`src/rtl/tsd_pkg.sv`:
```
package tsd_pkg;
    typedef enum logic {
        TSD_READ  = 1'b0,
        TSD_WRITE = 1'b1
    } tsd_access_e;
endpackage

```
`src/rtl/tsd_popcnt.sv`:
```
module tsd_popcnt #(
    parameter int W     = 4,
    parameter int OUT_W = 2
) (
    input  logic [W-1:0]     vec,
    output logic [OUT_W-1:0] cnt
);
    always_comb begin
        cnt = '0;
        for (int i = 0; i < W; i++) begin
            cnt = cnt + OUT_W'(vec[i]);
        end
    end
endmodule

```
`src/rtl/tsd_first_one.sv`:
```
module tsd_first_one #(
    parameter int W     = 4,
    parameter int IDX_W = 2
) (
    input  logic [W-1:0]     vec,
    output logic             found,
    output logic [IDX_W-1:0] idx,
    output logic [W-1:0]     rest
);
    always_comb begin
        found = |vec;
        idx   = '0;
        for (int i = W - 1; i >= 0; i--) begin
            if (vec[i]) idx = IDX_W'(i);
        end
        rest = vec & (vec - W'(1));
    end
endmodule

```
`src/rtl/tx_sharer_dir.sv`:
```
module tx_sharer_dir #(
    parameter int NUM_CORES = 4,
    parameter int NUM_LINES = 8,
    localparam int CORE_W   = $clog2(NUM_CORES),
    localparam int LINE_W   = $clog2(NUM_LINES)
) (
    input  logic              clk,
    input  logic              rst_n,
    input  logic              req_valid,
    input  logic [CORE_W-1:0] req_core,
    input  logic [LINE_W-1:0] req_line,
    input  logic              req_write,
    input  logic              end_valid,
    input  logic [CORE_W-1:0] end_core,
    output logic              busy,
    output logic              ack_valid,
    output logic [CORE_W-1:0] ack_core,
    output logic [LINE_W-1:0] ack_line,
    output logic [CORE_W-1:0] ack_count,
    output logic              ntc_valid,
    output logic [CORE_W-1:0] ntc_target,
    output logic [CORE_W-1:0] ntc_requester,
    output logic [LINE_W-1:0] ntc_line,
    output logic              ntc_write
);
    import tsd_pkg::*;

    typedef logic [NUM_CORES-1:0] cmask_t;

    typedef struct packed {
        logic [NUM_LINES-1:0][NUM_CORES-1:0] sharers;
        cmask_t                              pending;
        logic [CORE_W-1:0]                   src;
        logic [LINE_W-1:0]                   line;
        tsd_access_e                         kind;
        logic                                ack_v;
        logic [CORE_W-1:0]                   ack_core;
        logic [LINE_W-1:0]                   ack_line;
        logic [CORE_W-1:0]                   ack_cnt;
    } state_t;

    state_t st_d, st_q;

    logic [NUM_LINES-1:0][NUM_CORES-1:0] after_end;
    cmask_t            end_mask, req_mask, line_vec, others, rest;
    logic [CORE_W-1:0] others_cnt, first_idx;
    logic              first_found, accept;

    tsd_popcnt #(.W(NUM_CORES), .OUT_W(CORE_W)) u_cnt (
        .vec (others),
        .cnt (others_cnt)
    );

    tsd_first_one #(.W(NUM_CORES), .IDX_W(CORE_W)) u_pick (
        .vec   (st_q.pending),
        .found (first_found),
        .idx   (first_idx),
        .rest  (rest)
    );

    always_comb begin
        end_mask = end_valid ? (cmask_t'(1) << end_core) : '0;
        req_mask = cmask_t'(1) << req_core;
        for (int l = 0; l < NUM_LINES; l++) begin
            after_end[l] = st_q.sharers[l] & ~end_mask;
        end
        line_vec = after_end[req_line];
        others   = line_vec & ~req_mask;
        accept   = req_valid && !first_found;

        st_d         = st_q;
        st_d.sharers = after_end;
        st_d.ack_v   = accept;
        st_d.pending = rest;
        if (accept) begin
            st_d.sharers[req_line] = line_vec | req_mask;
            st_d.pending           = others;
            st_d.src               = req_core;
            st_d.line              = req_line;
            st_d.kind              = tsd_access_e'(req_write);
            st_d.ack_core          = req_core;
            st_d.ack_line          = req_line;
            st_d.ack_cnt           = others_cnt;
        end
    end

    always_ff @(posedge clk or negedge rst_n) begin
        if (!rst_n) begin
            st_q <= '0;
        end else begin
            st_q <= st_d;
        end
    end

    assign busy          = first_found;
    assign ack_valid     = st_q.ack_v;
    assign ack_core      = st_q.ack_core;
    assign ack_line      = st_q.ack_line;
    assign ack_count     = st_q.ack_cnt;
    assign ntc_valid     = first_found;
    assign ntc_target    = first_idx;
    assign ntc_requester = st_q.src;
    assign ntc_line      = st_q.line;
    assign ntc_write     = (st_q.kind == TSD_WRITE);
endmodule

```
`config.mk`:
```
export PLATFORM = sky130hd
export DESIGN_NAME = tx_sharer_dir
export DESIGN_NICKNAME = d
export VERILOG_FILES = /design/src/rtl/tsd_pkg.sv /design/src/rtl/tsd_popcnt.sv /design/src/rtl/tsd_first_one.sv /design/src/rtl/tx_sharer_dir.sv
export SDC_FILE = /design/constraint.sdc
export NUM_CORES = 1
export LEC_CHECK = 0
export BUFFER_PORTS_ARGS = -buffer_cell sky130_fd_sc_hd__buf_2
export CAP_MARGIN = 20
export CORE_UTILIZATION = 50
export CTS_BUF_LIST = sky130_fd_sc_hd__clkbuf_8
export DETAILED_ROUTE_END_ITERATION = 10
export PLACE_DENSITY = 0.75
export SYNTH_ARGS = -nofsm -noshare
export SYNTH_HDL_FRONTEND = slang
export SYNTH_SLANG_ARGS = --single-unit
```
`constraint.sdc`:
```
create_clock -name clk -period 2.55 [get_ports clk]
set_input_delay 0.51 -clock clk [delete_from_list [all_inputs] [get_ports clk]]
set_output_delay 0.51 -clock clk [all_outputs]
set_load 0.005 [all_outputs]
```
---- After elaboration in Yosys (flattened, before gate mapping) ----
Index checks and enable logic that the tools add are counted.
storage, ports and cells
  register bits ........................... 45
  bits of input ports ..................... 12
  output and inout port bits .............. 18
cells by class
  add/subtract/negate cells ............... 4
  $lt $le $gt $ge ......................... 2
  shift-type cells ........................ 2
  mux-type cells .......................... 11
  bitwise logic cells ..................... 13
  reduce and logical (&&, ||, !) cells .... 4
operators with widths
  operator                                             number
  two-way mux 42 bit                                   1
  bitwise AND 4 bit                                    10
  bitwise mux 32 bit                                   1
  binary-select mux 4 bit (select 3 bit)               1
  demux 4 bit (select 3 bit)                           1
  two-way mux 4 bit                                    3
  two-way mux 2 bit                                    4
  inverter 4 bit                                       2
  << shifter 1 x 2 -> 4 bit, first input constant      2
  adder 2 x 1 -> 2 bit                                 2
  < comparator 3 x 4 -> 1 bit, second input constant   1
  OR 4 bit                                             1
  OR reduction 4 bit                                   1
  subtractor 4 x 1 -> 4 bit, second input constant     1
  >= comparator 3 x 1 -> 1 bit, second input constant  1
  adder 1 x 1 -> 2 bit                                 1
  logical AND 1 bit                                    2
  zero test 1 bit                                      1

---- Depth between registers and ports, before layout ----
  depth in word-level cells ............... 10
  mapped depth ............................ 11

---- Cells and area by module ----
From an unflattened synthesis, not the netlist that was laid out.
second synthesis, totals
  cells, all modules ...................... 318
  area, all modules ....................... 2,964.1 µm²
modules (own cells, without submodules)
  module         times used  cells each  area an instance (µm²)  sequential area each (µm²)
  tx_sharer_dir  1           299         2,842.7                 1,126.1
  tsd_first_one  1           12          65.1                    0.0
  tsd_popcnt     1           7           56.3                    0.0

---- Worst setup path after synthesis ----
No wires, ideal clock.
  path kind ............................... input to register
  from .................................... input port req_line[2]
  to ...................................... register st_q, in the netlist ack_count[1]
  arrival time ............................ 2.548 ns
  required time ........................... 2.412 ns
  slack ................................... -0.136 ns
  cell stages on the path ................. 10
  path through ............................ buf_6 > buf_8 > mux2_1 > mux4_2 > o211ai_1 > fa_1 > inv_1 > ha_1 > xor2_1 > o21ai_0
between the ends
  cells in the longest elaborated chain, start to end .. 6
ends and longest elaborated chain
  element                                      line                 source
  from (decl)                                  tx_sharer_dir.sv:11  input logic [LINE_W-1:0] req_line,
  binary-select mux 4 bit (select 3 bit) (*)   tx_sharer_dir.sv:67  line_vec = after_end[req_line];
  two-way mux 4 bit (not written as such) (*)  tx_sharer_dir.sv:67
  bitwise AND 4 bit (*)                        tx_sharer_dir.sv:68  others = line_vec & ~req_mask;
  adder 1 x 1 -> 2 bit                         tsd_popcnt.sv:11     cnt = cnt + OUT_W'(vec[i]);
  adder 2 x 1 -> 2 bit                         tsd_popcnt.sv:11
  adder 2 x 1 -> 2 bit (*)                     tsd_popcnt.sv:11
  to (signal assigned)                         tx_sharer_dir.sv:91  st_q <= st_d;
  to (decl)                                    tx_sharer_dir.sv:42  state_t st_d, st_q;
Every way passes the cells marked *; elsewhere a longest branch is shown, timed or not. The select of a mux whose other input is x is not followed.
A chain may end at the register's enable or synchronous reset.

---- Worst setup path in the final report ----
Same ends and word-level chain as after synthesis.

==> flow_summary.toml <==
[outcome]
status = "complete, no violations"

[finish]
nNetsFinal = 275
drive_above_1_share_pct = 30.0
final_cells = 327
syn_to_final_growth_pct = 10.0
antennaDiodeCount = 0

[power]
power_density_nw_per_um2 = 616
p_leak_nw = 1.22
p_comb_share_pct = 23.2
seq_power_share_pct = 52.1
swShare_pct = 29.3
p_clk_share_pct = 24.7
vdd_ir_drop_max_uv = 247
power.internal_w = 0.00117
switching_power_w = 0.000484

[global_route]
grt_usage_pct = 23.3
grt_max_degree = 42
grt_pass1_vias = 1745
overflow = 0
grt_pass1_wl_um = 8910
grt_antenna_before_repair = 0

[drt]
via_per_inst = 5.72
finalWirelength_um = 5360
antenna_left = 0
dr_total_vias = 1869
initialDrtViolationCount = 202
drt-wirelength-per-cell_um = 16.4
drc = 0
first_pass_iters = 4

[placed_design]
hpwlAfterDp_um = 3840
globalplace.congestion = 0.907
placed_cells = 321
port_buffers = 29

[clocking]
clk_latency_ps = 300
post_cts_buffers = 0
cts.path.max_buffers = 2
cts-root-buf = "clkbuf_8"
cts.reportedPaths.clkPinSlew_ps = 70
cts_buffers = 5
clock_sinks = 45
htreeDepth = 2
cts_tree = "built"

[synth]
syn-num-nets = 249
synth-seq-cells = 45
synth-xor-area-share_pct = 0.359
synth_cells = 235
yosys-mux-area-fraction_pct = 14.4
ys.flop_type = "dfrtp_1"
synth_edf_count = 0
synthSimpleGateAreaFrac_pct = 18.1
synth_compound_area_share_pct = 12.7
ys.warnings.count = 0
yosys.area_share.adder_pct = 1.33
syn_avg_cell_area_um2 = 10.4
synth_top_family_by_area = "simple AND/OR/NAND/NOR gates"
ys_types = 44
syn-cell-area_um2 = 2440
synth_top_area_share_pct = 46.2
ys_seq_area_share_pct = 46.2
yosys-top-cells-area = "dfrtp_1 46%, mux2_2 8.8%, nand3_1 5.5%, buf_4 4.0%, nand2_1 4.0%"
postSynth.asyncResetShare_pct = 100
yosys.area.top_type = "dfrtp_1"

[floorplanning]
io_pins = 30
rows = 25
die_area_um2 = 5160
initial_utilization_pct = 51.7
die_w_um = 71.9
coreArea_um2 = 4720
die_h_um = 71.9

[critical_path]
cp.required_ps = 2730
cp_max_fo = 10
cp-start-kind = "input port"
criticalPathCategory = "input port to register"
worst_ep_arrival_time_ps = 2590
rrSetupSlack_ps = 220
end_kind = "register"

[timing]
fin_hold_ws_ps = 8.14
setup_violations = 0
fin_crit_sh_pct = 94.6
slew_headroom_pct = 60.9
finalHoldViolCount = 0
tightest_slew_ps = 585
slew_violations = 0
clock_skew_ps = 7.93
rsz0062_at_grt = "false"
fmax_mhz = 415
fin_crit_ps = 2410

[worst_hold_path]
min_path_type = "input port to async pin"

[run]
cap_violations = 0
-- cells in the final DEF (no fill, tap or decap), types with 2 or more instances in the layout --
cell | synthesis | routed
nor2_1 | 8 | 8
buf_4 | 13 | 11
dfrtp_1 | 45 | 45
buf_2 | 1 | 28
nor2b_1 | 4 | 4
o211ai_1 | 3 | 3
or2_2 | 2 | 2
nand3_1 | 27 | 27
o21ai_1 | 8 | 8
o22ai_1 | 2 | 2
nand3b_1 | 3 | 3
inv_1 | 4 | 4
mux2i_1 | 7 | 7
o31ai_1 | 8 | 8
nand2_1 | 26 | 26
clkbuf_8 | 0 | 5
mux2_4 | 0 | 3
nand4_1 | 3 | 3
mux4_2 | 2 | 2
nand2b_1 | 4 | 4
mux2_2 | 19 | 18
o21ai_0 | 18 | 18
-- metrics by stage --
stage	util (%)	setup WS, ps	instance area (um^2)	TNS [ps]	total power (W)
global route	56.8	20.1	2680	0	0.00176
finish	56.8	138	2680	0	0.00165
CTS	56.8	90.3	2680	0	0.00166
detailed placement	55.2	-224	2610	-359	0.00126
global placement	55.2	-155	2610	-268	0.00125
floorplan	-	-119	2450	-177	0.00116
-- cell families after synthesis --
family | count (synthesis)
AO/OA/AOI/OAI | 47
XOR/XNOR | 1
adder cells (fa/ha/maj) | 2
buffers and inverters | 25
flip-flops | 45
multiplexers | 30
AND/OR/NAND/NOR | 85
-- sequential cells by signal (all words and copies together) (netlist names) --
signal / count
ack_core: 2
ack_count: 2
ntc_line: 3
ack_valid: 1
st_q: 36
ntc_write: 1
-- routing by layer --
layer | track usage, % | part of all wire [%]
met1 | 32.5 | 46
met2 | 35.6 | 47
met3 | 5.63 | 5.1
met4 | 8.28 | 1.8
met5 | 0 | 0
-- power groups by stage --
| stage | Clock [W] | Sequential, W | Combinational, W |
|---|---|---|---|
| 5_1_grt | 0.000449 | 0.000874 | 0.000435 |
| 6_report | 0.000408 | 0.000861 | 0.000384 |
| 2_1_floorplan | 0 | 0.000861 | 0.000303 |
| 3_5_place_dp | 0 | 0.000875 | 0.000383 |
| 3_3_place_gp | 0 | 0.000871 | 0.000374 |
| 4_1_cts | 0.000419 | 0.000861 | 0.000385 |
-- what timing repair did --
item / in CTS / in global routing
gates resized for setup: 0 / 1
hold buffers: 0 / 0
endpoints found under the setup margin: 0 / 1
hold endpoints to repair: 0 / 0
-- worst max-delay path, stage by stage --
cell,delay (ps)
clkbuf_4,200
mux2_2,350
mux4_2,460
o211ai_1,170
fa_1,450
inv_1,70
ha_1,150
xor2_1,150
o21ai_0,90
-- cell usage after synthesis, types with 2 or more instances --
library cell,number
buf_6,2
nand4_1,3
nand2_1,26
o21ai_1,8
buf_4,13
nand3_1,27
nor2_1,8
inv_1,4
nor2b_1,4
mux4_2,2
buf_1,2
o31ai_1,8
o211ai_1,3
nand2b_1,4
mux2_1,2
clkbuf_1,2
mux2i_1,7
nand3b_1,3
dfrtp_1,45
or2_2,2
mux2_2,19
o21ai_0,18
o22ai_1,2
-- final cells by class --
| class | count | area [um^2] |
|---|---|---|
| Clock buffer | 5 | 68.8 |
| Sequential cell | 45 | 1130 |
| Timing Repair Buffer | 40 | 230 |
| Clock inverter | 1 | 5.00 |
| Multi-Input combinational cell | 165 | 1150 |
| Fill cell | 404 | 2040 |
| Inverter | 4 | 15.0 |
| Tap cell | 67 | 83.8 |
-- worst paths after layout --
check,start,to,depth (start not counted)
min in group clk,req_write,ntc_write,3
hold reg to reg,ntc_write,ntc_write,2
hold / removal,rst_n,ntc_line[0],1
max in group asynchronous,rst_n,st_q[21],2
setup / recovery,req_line[2],ack_count[1],9
setup reg to reg,st_q[22],ack_count[1],8
(Power assumes the default switching activity.)
